### config.mk
export PLATFORM = sky130hd
export DESIGN_NAME = flag_manip_unit
export DESIGN_NICKNAME = d
export VERILOG_FILES = /design/src/rtl/flagm_pkg.sv /design/src/rtl/flagm_decode.sv /design/src/rtl/flagm_exec.sv /design/src/rtl/flagm_flagreg.sv /design/src/rtl/flag_manip_unit.sv
export SDC_FILE = /design/constraint.sdc
export NUM_CORES = 1
export LEC_CHECK = 0
export BUFFER_PORTS_ARGS = -buffer_cell sky130_fd_sc_hd__buf_4
export CORE_MARGIN = 2
export CORE_UTILIZATION = 50
export CTS_BUF_LIST = sky130_fd_sc_hd__clkbuf_16
export DETAILED_ROUTE_END_ITERATION = 8
export GPL_TIMING_DRIVEN = 0
export PLACE_DENSITY = 0.92
export SLEW_MARGIN = 40
export SYNTH_ARGS = -nofsm -noshare
export SYNTH_HDL_FRONTEND = slang
export SYNTH_SLANG_ARGS = --single-unit
### constraint.sdc
create_clock -name clk -period 2.9 [get_ports clk]
set_input_delay 0.58 -clock clk [delete_from_list [all_inputs] [get_ports clk]]
set_output_delay 0.58 -clock clk [all_outputs]
set_load 0.1 [all_outputs]
### src/rtl/flagm_pkg.sv
// Shared encodings and types for the condition flag manipulation unit.
// Assumes a 32-bit instruction word; the flag order N, Z, C, V is fixed.
package flagm_pkg;

    typedef struct packed {
        logic n;
        logic z;
        logic c;
        logic v;
    } nzcv_t;

    typedef enum logic [1:0] {
        OP_NONE = 2'd0,
        OP_ROT  = 2'd1,
        OP_EVAL = 2'd2,
        OP_CINV = 2'd3
    } flag_op_e;

    localparam logic [10:0] ROT_HI    = 11'b10111010000;
    localparam logic [4:0]  ROT_MID   = 5'b00001;
    localparam logic [10:0] EVAL_HI   = 11'b00111010000;
    localparam logic [3:0]  EVAL_MID  = 4'b0010;
    localparam logic [4:0]  EVAL_LOW  = 5'b01101;
    localparam logic [31:0] CINV_WORD = 32'hD500401F;

endpackage

### src/rtl/flagm_decode.sv
// Decoder: matches the three accepted encodings exactly and reports the
// selected operation, the register index and the undefined pulse.
// Assumes the word and feat_en are stable for the whole cycle.
module flagm_decode
    import flagm_pkg::*;
#(
    parameter int IW    = 32,
    parameter int IDX_W = 5
) (
    input  logic             valid_i,
    input  logic [IW-1:0]    word_i,
    input  logic             feat_i,
    output flag_op_e         op_o,
    output logic [IDX_W-1:0] idx_o,
    output logic             sp_sel_o,
    output logic             undef_o
);

    localparam logic [IDX_W-1:0] SP_IDX = '1;

    logic rot_shape;
    logic eval_shape;
    logic cinv_shape;

    // Exact shape match of each form's fixed fields.
    always_comb begin
        rot_shape  = (word_i[31:21] == ROT_HI) && (word_i[14:10] == ROT_MID) && !word_i[4];
        eval_shape = (word_i[31:21] == EVAL_HI) && (word_i[20:15] == 6'd0) &&
                     (word_i[13:10] == EVAL_MID) && (word_i[4:0] == EVAL_LOW);
        cinv_shape = (word_i == CINV_WORD);
    end

    // Operation select, gated by valid and the feature enable.
    always_comb begin
        op_o = OP_NONE;
        if (valid_i && feat_i) begin
            if (rot_shape)       op_o = OP_ROT;
            else if (eval_shape) op_o = OP_EVAL;
            else if (cinv_shape) op_o = OP_CINV;
        end
    end

    // Register port and rejection pulse.
    always_comb begin
        idx_o    = word_i[9:5];
        sp_sel_o = rot_shape && (word_i[9:5] == SP_IDX);
        undef_o  = valid_i && (op_o == OP_NONE);
    end

endmodule

### src/rtl/flagm_exec.sv
// Datapath: computes per-flag write enables and new values for the
// selected operation. Assumes operand data matches the presented index.
module flagm_exec
    import flagm_pkg::*;
#(
    parameter int XLEN  = 64,
    parameter int IW    = 32,
    parameter int IDX_W = 5
) (
    input  flag_op_e       op_i,
    input  logic [IW-1:0]  word_i,
    input  logic [XLEN-1:0] operand_i,
    input  logic           cur_c_i,
    output logic [3:0]     wr_en_o,
    output nzcv_t          wr_val_o
);

    localparam int ROT_W = $clog2(XLEN);
    localparam logic [IDX_W-1:0] ZERO_IDX = '1;

    logic [2*XLEN-1:0] dbl;
    logic [XLEN-1:0]   rotated;
    logic [XLEN-1:0]   eval_src;
    logic [ROT_W-1:0]  amt;
    nzcv_t             rot_val;
    nzcv_t             eval_val;

    // Rotate right with wraparound via a doubled operand.
    always_comb begin
        amt     = word_i[15 +: ROT_W];
        dbl     = {operand_i, operand_i} >> amt;
        rotated = dbl[XLEN-1:0];
        rot_val = nzcv_t'(rotated[3:0]);
    end

    // Byte or halfword sign, zero and overflow tests; index 31 reads zero.
    always_comb begin
        eval_src   = (word_i[9:5] == ZERO_IDX) ? '0 : operand_i;
        eval_val.c = cur_c_i;
        if (word_i[14]) begin
            eval_val.n = eval_src[15];
            eval_val.z = (eval_src[15:0] == 16'd0);
            eval_val.v = eval_src[16] ^ eval_src[15];
        end else begin
            eval_val.n = eval_src[7];
            eval_val.z = (eval_src[7:0] == 8'd0);
            eval_val.v = eval_src[8] ^ eval_src[7];
        end
    end

    // Per-operation write enables and values.
    always_comb begin
        wr_en_o  = 4'b0000;
        wr_val_o = rot_val;
        unique case (op_i)
            OP_ROT: begin
                wr_en_o  = word_i[3:0];
                wr_val_o = rot_val;
            end
            OP_EVAL: begin
                wr_en_o  = 4'b1101;
                wr_val_o = eval_val;
            end
            OP_CINV: begin
                wr_en_o  = 4'b0010;
                wr_val_o = '{n: 1'b0, z: 1'b0, c: !cur_c_i, v: 1'b0};
            end
            default: wr_en_o = 4'b0000;
        endcase
    end

endmodule

### src/rtl/flagm_flagreg.sv
// Condition flag storage: each flag loads on its own enable.
// Synchronous active-low reset clears all flags.
module flagm_flagreg
    import flagm_pkg::*;
#(
    parameter int NFLAG = 4
) (
    input  logic             clk,
    input  logic             rst_n,
    input  logic [NFLAG-1:0] wr_en_i,
    input  logic [NFLAG-1:0] wr_val_i,
    output logic [NFLAG-1:0] flags_o
);

    for (genvar k = 0; k < NFLAG; k++) begin : g_flag
        // One flag bit: clear on reset, load when enabled.
        always_ff @(posedge clk) begin
            if (!rst_n)          flags_o[k] <= 1'b0;
            else if (wr_en_i[k]) flags_o[k] <= wr_val_i[k];
        end
    end

    AST_MASKED_FLAG_HOLDS: assert property (@(posedge clk) disable iff (!rst_n)
        (wr_en_i == '0) |=> $stable(flags_o));

endmodule

### src/rtl/flag_manip_unit.sv
// Top of the condition flag manipulation unit: decoder, datapath and
// flag register. Assumes rd_data answers rd_idx in the same cycle.
module flag_manip_unit
    import flagm_pkg::*;
#(
    parameter int XLEN  = 64,
    parameter int IW    = 32,
    parameter int IDX_W = 5
) (
    input  logic             clk,
    input  logic             rst_n,
    input  logic             instr_valid,
    input  logic [IW-1:0]    instr_word,
    input  logic             feat_en,
    output logic [IDX_W-1:0] rd_idx,
    output logic             rd_is_sp,
    input  logic [XLEN-1:0]  rd_data,
    output logic [3:0]       flags,
    output logic             undef
);

    flag_op_e   op;
    logic [3:0] wr_en;
    nzcv_t      wr_val;
    nzcv_t      cur;

    // Current flags viewed as the named struct.
    always_comb cur = nzcv_t'(flags);

    flagm_decode #(.IW(IW), .IDX_W(IDX_W)) u_decode (
        .valid_i  (instr_valid),
        .word_i   (instr_word),
        .feat_i   (feat_en),
        .op_o     (op),
        .idx_o    (rd_idx),
        .sp_sel_o (rd_is_sp),
        .undef_o  (undef)
    );

    flagm_exec #(.XLEN(XLEN), .IW(IW), .IDX_W(IDX_W)) u_exec (
        .op_i      (op),
        .word_i    (instr_word),
        .operand_i (rd_data),
        .cur_c_i   (cur.c),
        .wr_en_o   (wr_en),
        .wr_val_o  (wr_val)
    );

    flagm_flagreg #(.NFLAG(4)) u_flags (
        .clk      (clk),
        .rst_n    (rst_n),
        .wr_en_i  (wr_en),
        .wr_val_i (wr_val),
        .flags_o  (flags)
    );

    AST_RESET_CLEARS: assert property (@(posedge clk)
        !rst_n |=> (flags == 4'b0000));
    AST_UNDEF_NEEDS_VALID: assert property (@(posedge clk) disable iff (!rst_n)
        undef |-> instr_valid);
    AST_FEAT_OFF_UNDEF: assert property (@(posedge clk) disable iff (!rst_n)
        (instr_valid && !feat_en) |-> undef);
    AST_UNDEF_KEEPS_FLAGS: assert property (@(posedge clk) disable iff (!rst_n)
        undef |=> $stable(flags));
    AST_IDLE_KEEPS_FLAGS: assert property (@(posedge clk) disable iff (!rst_n)
        !instr_valid |=> $stable(flags));
    AST_CINV_ONLY_C: assert property (@(posedge clk) disable iff (!rst_n)
        (instr_valid && feat_en && instr_word == CINV_WORD) |=>
        (flags == ($past(flags) ^ 4'b0010)));
    AST_EVAL_KEEPS_C: assert property (@(posedge clk) disable iff (!rst_n)
        (op == OP_EVAL) |=> (flags[1] == $past(flags[1])));
    AST_SP_ONLY_ROT: assert property (@(posedge clk) disable iff (!rst_n)
        rd_is_sp |-> (instr_word[31:21] == ROT_HI && rd_idx == 5'd31));

endmodule

# [Word level (Yosys, flattened, before mapping)]
# Cells that the tools add are included.
[word_totals] register_bits=4 latchBits=0 ram_bits=0 mem_bits_ro=0 output_inout_bits=11 elab_cells=42 memories=0
[classes] add_sub_neg=0 multipliers=0 div_mod_pow=0 magnitude_cmp=0 eq_ne=10 shift=1 n_mux=9 n_bitwise=3 reduce_logical=15
[op_table] cell="right shift 128 x 6 -> 4 bit" n=1
[op_table] cell="equality test 32 bit (second input constant)" n=1
[op_table] cell="two-way mux 17 bit" n=1
[op_table] cell="logical NOT 16 bit" n=1
[op_table] cell="one-hot mux 4 bit (3 select lines)" n=1
[op_table] cell="equality test 11 bit (second input constant)" n=1
[op_table] cell="equality test 11 x 9 -> 1 bit (second input constant)" n=1
[op_table] cell="two-way mux 2 bit" n=5
[op_table] cell="logical AND 1 bit" n=8
[op_table] cell="logical NOT 8 bit" n=1
[op_table] cell="one-hot mux 4 bit (2 select lines)" n=1
[op_table] cell="logical NOT 6 bit" n=1
[op_table] cell="equality test 5 x 1 -> 1 bit (second input constant)" n=1
[op_table] cell="equality test 5 x 4 -> 1 bit (second input constant)" n=1
[op_table] cell="equality test 5 bit (second input constant)" n=1
[op_table] cell="equality test 2 bit (second input constant)" n=2
[op_table] cell="equality test 4 x 2 -> 1 bit (second input constant)" n=1
[op_table] cell="equality test 2 x 1 -> 1 bit (second input constant)" n=1
[op_table] cell="logical NOT 1 bit" n=2
[op_table] cell="logical NOT 2 bit" n=1
[op_table] cell="AND reduction 2 bit" n=1
[op_table] cell="bitwise XOR 1 bit" n=2
[op_table] cell="two-way mux 1 bit" n=1
[op_table] cell="NOT 1 bit" n=1

# [Longest topological paths before layout]
# Gate-level depths: netlist of the first run.
[depth] depth_word=10 ltp_mapped=9 mapped_depth_nobuf=6

# [Cells and area by module]
# Synthesis of the first run repeated with hierarchy kept, for this count alone.
[hier_totals] cells_unflattened=214 hier_area_um2=2484.9
[modules_own_cells] module="flagm_exec" n_inst=1 cells_each=167 area_each_um2=2093.3 seq_area_each_um2=0.0
[modules_own_cells] module="flagm_decode" n_inst=1 cells_each=35 area_each_um2=246.5 seq_area_each_um2=0.0
[modules_own_cells] module="flagm_flagreg" n_inst=1 cells_each=12 area_each_um2=145.1 seq_area_each_um2=80.1

# [Worst setup path after synthesis of the first run]
# Ideal clock, no wire load.
[synth_timing] path_kind="input to output" startpoint="input port instr_word[25]" endpoint="output port undef" arrival_ns=3.297 t_required_ns=2.320 slack_ns=-0.977 path_stages=5 path_buffers=0 cell_sequence="and3b_1 -> nand4_1 -> o32a_1 -> o21ai_0 -> a21boi_0"
[synth_via] elab_chain_len=9 word_cells_on_any_way=14 classes_between="eq/ne (3); mux (4); reduce/logical (7)"
[synth_lines] element="start, declared" line_no="flag_manip_unit.sv:13" source="input logic [IW-1:0] instr_word,"
[synth_lines] element="equality test 11 x 9 -> 1 bit" line_no="flagm_decode.sv:28" source="eval_shape = (word_i[31:21] == EVAL_HI) && (word_i[20:15] == 6'd0) &&"
[synth_lines] element="logical AND 1 bit (2 in series)" line_no="flagm_decode.sv:28"
[synth_lines] element="logical AND 1 bit" line_no="flagm_decode.sv:29" source="(word_i[13:10] == EVAL_MID) && (word_i[4:0] == EVAL_LOW);"
[synth_lines] element="two-way mux 2 bit" line_no="flagm_decode.sv:38" source="else if (eval_shape) op_o = OP_EVAL;"
[synth_lines] element="two-way mux 2 bit (*)" line_no="flagm_decode.sv:37" source="if (rot_shape) op_o = OP_ROT;"
[synth_lines] element="two-way mux 2 bit (*)" line_no="flagm_decode.sv:36" source="if (valid_i && feat_i) begin"
[synth_lines] element="logical NOT 2 bit (*)" line_no="flagm_decode.sv:47" source="undef_o = valid_i && (op_o == OP_NONE);"
[synth_lines] element="logical AND 1 bit (*)" line_no="flagm_decode.sv:47"
[synth_lines] element="end, declared" line_no="flag_manip_unit.sv:19" source="output logic undef"
# Every way passes the cells marked *; elsewhere a longest branch is shown, timed or not.

# [Final worst setup path of the first run]
[layout_timing] startpoint="input port instr_word[13]" endpoint="output port undef"
[layout_via] elab_chain_len=8 word_cells_on_any_way=13 classes_between="eq/ne (3); mux (4); reduce/logical (6)"
[layout_lines] element="branches (longest 4 deep; another with equality test 32 bit)"
[layout_lines] element="two-way mux 2 bit (*)" line_no="flagm_decode.sv:37"
[layout_lines] element="two-way mux 2 bit (*)" line_no="flagm_decode.sv:36"
[layout_lines] element="logical NOT 2 bit (*)" line_no="flagm_decode.sv:47"
[layout_lines] element="logical AND 1 bit (*)" line_no="flagm_decode.sv:47"
# Every way passes the cells marked *.

==> impl_metrics.py, run 1 <==
metrics = {
    "clock_tree": {
        "clock_path_buffers": 2,
        "worstSkewPairLatency_ns": 0.22,
        "htree_levels": 1,
        "cts_setup_buffers": 0,
        "hold_buffers": 0,
        "clock_sinks": 4,
        "clk_pin_slew_ns": 0.03,
        "post_cts_resized": 0,
        "cts.root.buffer_cell": "clkbuf_16",
        "cts_tree": "yes",
        "numCtsBuffers": 3,
    },
    "power": {
        "clock_power_share_pct": 26.0,
        "switching_share_pct": 35.7,
        "p_int_uw": 531,
        "power_density_mw_per_mm2": 226,
        "p_leak_nw": 1.43,
        "pwr-share-seq_pct": 6.7,
        "pwr-share-comb_pct": 67.3,
        "p_switching_uw": 295,
        "peakVddDrop_uv": 195,
    },
    "yosys": {
        "synth_nets": 334,
        "synth_compound_area_share_pct": 11.4,
        "yosysUniqueCellTypes": 54,
        "ys_top_cells_by_area": "mux4_2, mux2i_1, buf_4, nand2_1, dfxtp_1",
        "synth_top_area_share_pct": 55.5,
        "seq_area_frac_synth_pct": 2.99,
        "avgSynthCellArea_um2": 11.4,
        "synth-adder-area-share_pct": 0,
        "synthXorXnorAreaFrac_pct": 0.655,
        "yosys.area.top_type": "mux4_2",
        "synth_ff_type": "dfxtp_1",
        "synth_simple_gate_area_share_pct": 16.3,
        "synth.most_common_cell": "mux4_2",
        "ys_ff_latch": 4,
        "synth_edf_count": 0,
        "synth_area_mm2": 0.00268,
        "synthTopCellsByCount": "mux4_2, nand2_1, mux2i_1, buf_4",
        "synthMuxAreaShare_pct": 61.7,
        "yosys_warnings": 0,
        "synth_top_family_by_area": "multiplexers",
        "synthArstFlopShare_pct": 0,
        "netlist_instances": 234,
    },
    "sta": {
        "worstMarginPinSlew_ns": 0.666,
        "finClkSkew_ns": 0,
        "rsz0062_at_grt": "false",
        "timing.fmax_ghz": 0.367,
        "min_period_over_period_pct": 93.9,
        "post-route-min-period_ns": 2.72,
        "setup_tns_ns": 0,
        "final_hold_viol_count": 0,
        "finalMaxSlewViolations": 0,
        "finalSetupViolCount": 0,
        "timing.slew.headroom_pct": 55.6,
    },
    "run": {
        "drv_cap": 0,
    },
    "routing": {
        "vias_per_cell": 7.38,
        "drt-wirelength-per-cell_um": 22.9,
        "drtIter0Drc": 305,
        "dr.pass1.iters": 6,
        "vias": 3048,
        "finalWirelength_um": 9470,
        "route.detailed.drc": 0,
        "antenna_left": 0,
    },
    "grt": {
        "gr-total-overflow": 0,
        "first_global_vias": 3145,
        "antenna_found_initial": 0,
        "grt_use_total_pct": 32.2,
        "grt_pass1_wl_um": 15400,
        "grt_max_degree": 11,
    },
    "floorplan": {
        "dieWidth_um": 77.2,
        "core-area_mm2": 0.00514,
        "die_area_mm2": 0.00595,
        "die_h_um": 77.2,
        "start_util_pct": 52.1,
        "io_pins": 111,
        "rows": 26,
    },
    "setup_path": {
        "arrival_ns": 2.14,
        "cp_cell_sequence": "buf_4 -> nor4_2 -> nand2_1 -> o32a_1 -> o21ai_0 -> a21boi_2 -> buf_4",
        "cp-end-kind": "primary output",
        "r2r_start": "u_flags.flags_o[2]$_SDFFE_PN0P_",
        "crit_slowest_cell": "o32a_1",
        "critPathMaxStageDelay_ns": 0.39,
        "critPathCapture": "undef",
        "required_ns": 2.32,
        "start_kind": "input pin",
        "crit_start": "instr_word[13]",
        "r2r-end": "u_flags.flags_o[2]$_SDFFE_PN0P_",
        "crit_path_max_fanout": 3,
        "rrSetupSlack_ns": 1.89,
        "reg2regPathDepth": 3,
        "crit_top_cell": "buf_4",
        "critPathKind": "input pin to primary output",
    },
    "layout": {
        "regArea_um2": 80.1,
        "diodes": 0,
        "multi_input_area_mm2": 0.00242,
        "fin_area_mm2": 0.00365,
        "largest_register_ffs": 4,
        "final_nets": 445,
        "reg_top3": "u_flags.flags_o x4",
        "largest-register": "u_flags.flags_o",
        "drive_gt1_share_pct": 61.5,
        "fillers": 387,
        "syn_to_final_growth_pct": 36.4,
    },
    "placed_design": {
        "place_congestion": 0.978,
        "place_area_mm2": 0.00357,
        "io_buffers": 106,
        "hpwlAfterDp_um": 7560,
    },
    "run_status": {
        "status": "completed",
    },
    "hold_path": {
        "hp-class": "input pin to register",
    },
}
## power by group through the flow
stage	clock, mW	combinational, mW	sequential [mW]
after floorplan	0	0.333	0.0562
after global placement	0	0.527	0.0562
after detailed placement	0	0.543	0.0562
after CTS	0.215	0.545	0.0554
after global routing	0.221	0.581	0.0554
final	0.215	0.556	0.0554
## worst max-delay path: cells and delay by family
family / cells / cell delay [ns]
AND/OR/NAND/NOR: 2 / 0.46
AO/OA/AOI/OAI: 3 / 0.75
buffers and inverters: 2 / 0.35
## area by class of cell
cell class | instances | area share (%)
buffer | 28 | 4.70
clock buffer | 3 | 2.06
inverter | 4 | 0.411
multi-input combinational | 198 | 66.4
sequential | 4 | 2.19
tap | 70 | 2.40
timing repair buffer | 106 | 21.8
## cell usage in the layout, fill, tap and decap left out, types with 3 or more instances in the layout
| master | count |
|---|---|
| dfxtp_1 | 4 |
| buf_4 | 117 |
| mux4_2 | 66 |
| mux2i_1 | 13 |
| inv_1 | 3 |
| nor3_1 | 4 |
| buf_2 | 8 |
| nand3_1 | 8 |
| clkbuf_1 | 4 |
| a31oi_1 | 6 |
| mux2_2 | 3 |
| buf_1 | 3 |
| a211oi_1 | 3 |
| nand2_1 | 22 |
| nor4_1 | 6 |
| a221oi_1 | 3 |
| nor2_1 | 6 |
| clkbuf_16 | 3 |
| nor4bb_1 | 3 |
| a21oi_1 | 5 |
| o22ai_1 | 4 |
| nor2b_1 | 7 |
| a22oi_1 | 3 |
## stage by stage
stage | instances | total power, mW | hold WS, ns | util, % | setup slack, ns
2_1_floorplan | 234 | 0.389 | 0.520 | - | 0.289
3_3_place_gp | 410 | 0.584 | 0.554 | 69.5 | 0.101
3_5_place_dp | 410 | 0.599 | 0.567 | 69.5 | 0.116
4_1_cts | 413 | 0.815 | 0.584 | 71.0 | 0.154
5_1_grt | 413 | 0.857 | 0.614 | 71.0 | 0.0641
6_report | 413 | 0.827 | 0.593 | 71.0 | 0.176
## worst min-delay path by stage
stage,startpoint,endpoint,slack [ns],cells after the start
after global placement,u_flags.flags_o[1]$_SDFFE_PN0P_,u_flags.flags_o[1]$_SDFFE_PN0P_,0.55,2
after detailed placement,u_flags.flags_o[1]$_SDFFE_PN0P_,u_flags.flags_o[1]$_SDFFE_PN0P_,0.57,2
after floorplan,u_flags.flags_o[1]$_SDFFE_PN0P_,u_flags.flags_o[1]$_SDFFE_PN0P_,0.52,2
final,rst_n,u_flags.flags_o[3]$_SDFFE_PN0P_,0.59,2
after CTS,u_flags.flags_o[1]$_SDFFE_PN0P_,u_flags.flags_o[1]$_SDFFE_PN0P_,0.58,2
after global routing,rst_n,u_flags.flags_o[3]$_SDFFE_PN0P_,0.61,2
## routing by layer
metal,vias up,GRT usage [%],routed length [um]
met5,-,0,0
met4,0,14.1,360
met3,53,5.18,1100
met2,297,56.0,4800
met1,1456,39.4,3210
li1,1242,-,-
## kinds of logic (layout without fill, tap and decap cells)
kind of cell,count (synthesis),after routing
xor gates and xnor gates,2,2
muxes,82,82
and+or+nand+nor,73,73
AOI/OAI and AO/OA,41,41
DFF,4,4
buffers and inverters,32,141
Power figures use the tool's default switching activity.
==> run 2, diff against run 1 <==
Settings changed: CORE_UTILIZATION 50 to 54, PLACE_DENSITY 0.92 to 0.95.
Clock period 2.9 ns to 3.4 ns, I/O delays scaled along.
==> run 2 against run 1 <==
Global-route usage grew 1.2 points. Hold slack better by 0.013 ns. Final area down 0.38%. Register-to-register slack better by 0.50 ns. Combinational power decreased by 16%. Clock power is 15% lower. Clock skew unchanged. Critical endpoint unchanged. Largest cell class unchanged. Core utilization is 5.5 points higher. Wire length is 4.4% lower. Final cell count is 0.73% lower. Non-clock buffer count stayed put.
==> impl_metrics.py, run 2 (same netlist as run 1, synthesis figures left out) <==
metrics = {
    "run_status": {
        "status": "completed",
    },
    "power": {
        "peakVddDrop_uv": 223,
        "p_leak_nw": 1.42,
        "power_density_mw_per_mm2": 192,
        "power_uw": 699,
    },
    "setup_path": {
        "crit_slowest_cell": "o32a_1",
        "reg2regPathDepth": 3,
        "crit_path_max_fanout": 3,
        "cp-end-kind": "primary output",
        "path_buf_inv": 2,
        "arrival_ns": 2.15,
        "crit_top_cell": "buf_4",
        "critPathMaxStageDelay_ns": 0.39,
        "required_ns": 2.72,
        "r2r_start": "u_flags.flags_o[2]$_SDFFE_PN0P_",
        "critPathKind": "input pin to primary output",
        "rrSetupSlack_ns": 2.39,
        "cp_cell_sequence": "buf_4 -> nor4_2 -> nand2_1 -> o32a_1 -> o21ai_0 -> a21boi_1 -> buf_4",
        "r2r-end": "u_flags.flags_o[2]$_SDFFE_PN0P_",
        "critPathTopFamily": "compound AO/OA/AOI/OAI gates",
        "crit_start": "instr_word[13]",
        "start_kind": "input pin",
    },
    "layout": {
        "layout_common_cells": "buf_4, mux4_2, nand2_1, mux2i_1",
        "drive_gt1_share_pct": 61.2,
        "reg_top3": "u_flags.flags_o x4",
        "layout_commonest_cell": "buf_4",
        "multi_input_area_mm2": 0.00241,
        "fillers": 320,
        "fin_area_mm2": 0.00364,
        "final_nets": 445,
        "regArea_um2": 80.1,
        "largest_register_ffs": 4,
        "diodes": 0,
        "largest-register": "u_flags.flags_o",
        "utilization_pct": 76.5,
        "syn_to_final_growth_pct": 35.9,
    },
    "sta": {
        "min_period_over_period_pct": 83.4,
        "rsz0062_at_grt": "false",
        "worstMarginPinSlew_ns": 0.701,
        "finClkSkew_ns": 0,
        "setup_tns_ns": 0,
        "final_hold_viol_count": 0,
        "finalSetupViolCount": 0,
        "timing.slew.headroom_pct": 53.2,
        "timing.fmax_ghz": 0.353,
        "post-route-min-period_ns": 2.83,
        "finalMaxSlewViolations": 0,
    },
    "run": {
        "drv_cap": 0,
    },
    "clock_tree": {
        "clock_path_buffers": 2,
        "clk_pin_slew_ns": 0.03,
        "htree_levels": 1,
        "cts_tree": "yes",
        "post_cts_resized": 0,
        "worstSkewPairLatency_ns": 0.22,
        "hold_buffers": 0,
        "numCtsBuffers": 3,
        "cts.root.buffer_cell": "clkbuf_16",
        "cts_setup_buffers": 0,
        "clock_sinks": 4,
    },
    "routing": {
        "drtIter0Drc": 321,
        "finalWirelength_um": 9060,
        "dr.pass1.iters": 5,
        "drt-wirelength-per-cell_um": 22.1,
        "route.detailed.drc": 0,
        "vias_per_cell": 7.23,
        "antenna_left": 0,
        "vias": 2966,
    },
    "floorplan": {
        "start_util_pct": 56.3,
        "io_pins": 111,
        "die_area_mm2": 0.00554,
        "die_h_um": 74.4,
        "dieWidth_um": 74.4,
        "core-area_mm2": 0.00475,
        "rows": 25,
    },
    "grt": {
        "antenna_found_initial": 0,
        "first_global_vias": 2961,
        "grt_use_total_pct": 33.4,
        "grt_max_degree": 11,
        "grt_pass1_wl_um": 14100,
        "gr-total-overflow": 0,
    },
    "hold_path": {
        "hp-class": "register to register",
        "min_from": "u_flags.flags_o[1]$_SDFFE_PN0P_",
        "hold_path_end": "u_flags.flags_o[1]$_SDFFE_PN0P_",
        "hold_path_depth": 2,
    },
    "placed_design": {
        "place_congestion": 0.994,
        "io_buffers": 106,
        "place_area_mm2": 0.00356,
        "hpwlAfterDp_um": 7290,
    },
}
## run 2: how the worst max path moves through the flow
stage	slack, ns	cells after the start	end
6_report	0.57	7	undef
5_1_grt	0.48	7	undef
4_1_cts	0.56	7	undef
3_5_place_dp	0.46	7	u_flags.flags_o[3]$_SDFFE_PN0P_
3_3_place_gp	0.47	7	u_flags.flags_o[3]$_SDFFE_PN0P_
2_1_floorplan	0.06	5	undef
## run 2: layout make-up
cell class / count / share of cell area (%)
multi-input cells: 198 / 66.4
repair buffers: 106 / 21.9
plain buffers: 28 / 4.71
well taps: 67 / 2.31
flip-flops and latches: 4 / 2.20
clock buffers: 3 / 2.06
inverters: 4 / 0.413
## run 2: per-stage QoR
step | std cells | setup WS (ns) | hold WS (ns)
3_5_place_dp | 407 | 0.456 | 0.598
6_report | 410 | 0.566 | 0.605
4_1_cts | 410 | 0.560 | 0.602
5_1_grt | 410 | 0.484 | 0.607
2_1_floorplan | 234 | 0.0578 | 0.520
3_3_place_gp | 407 | 0.470 | 0.551
## run 2: metal layers
| metal | wire length [um] | track usage (%) | vias to the layer above |
|---|---|---|---|
| met1 | 3040 | 40.5 | 1368 |
| met2 | 4470 | 58.3 | 291 |
| met4 | 422 | 14.9 | 0 |
| met5 | 0 | 0 | - |
| met3 | 1120 | 5.83 | 60 |
| li1 | - | - | 1247 |
## run 2: power breakdown
group	switching, mW	internal, mW	total [mW]
Sequential	0.0000000695	0.0473	0.0473
Combinational	0.214	0.255	0.469
Clock	0.0325	0.150	0.183
Total	0.247	0.453	0.699
## run 2: worst min-delay path, delay by kind of cell, from the launching register on
kind,cells,cell delay (ns)
DFF,1,0.32
muxes,1,0.15
AOI/OAI and AO/OA,1,0.08
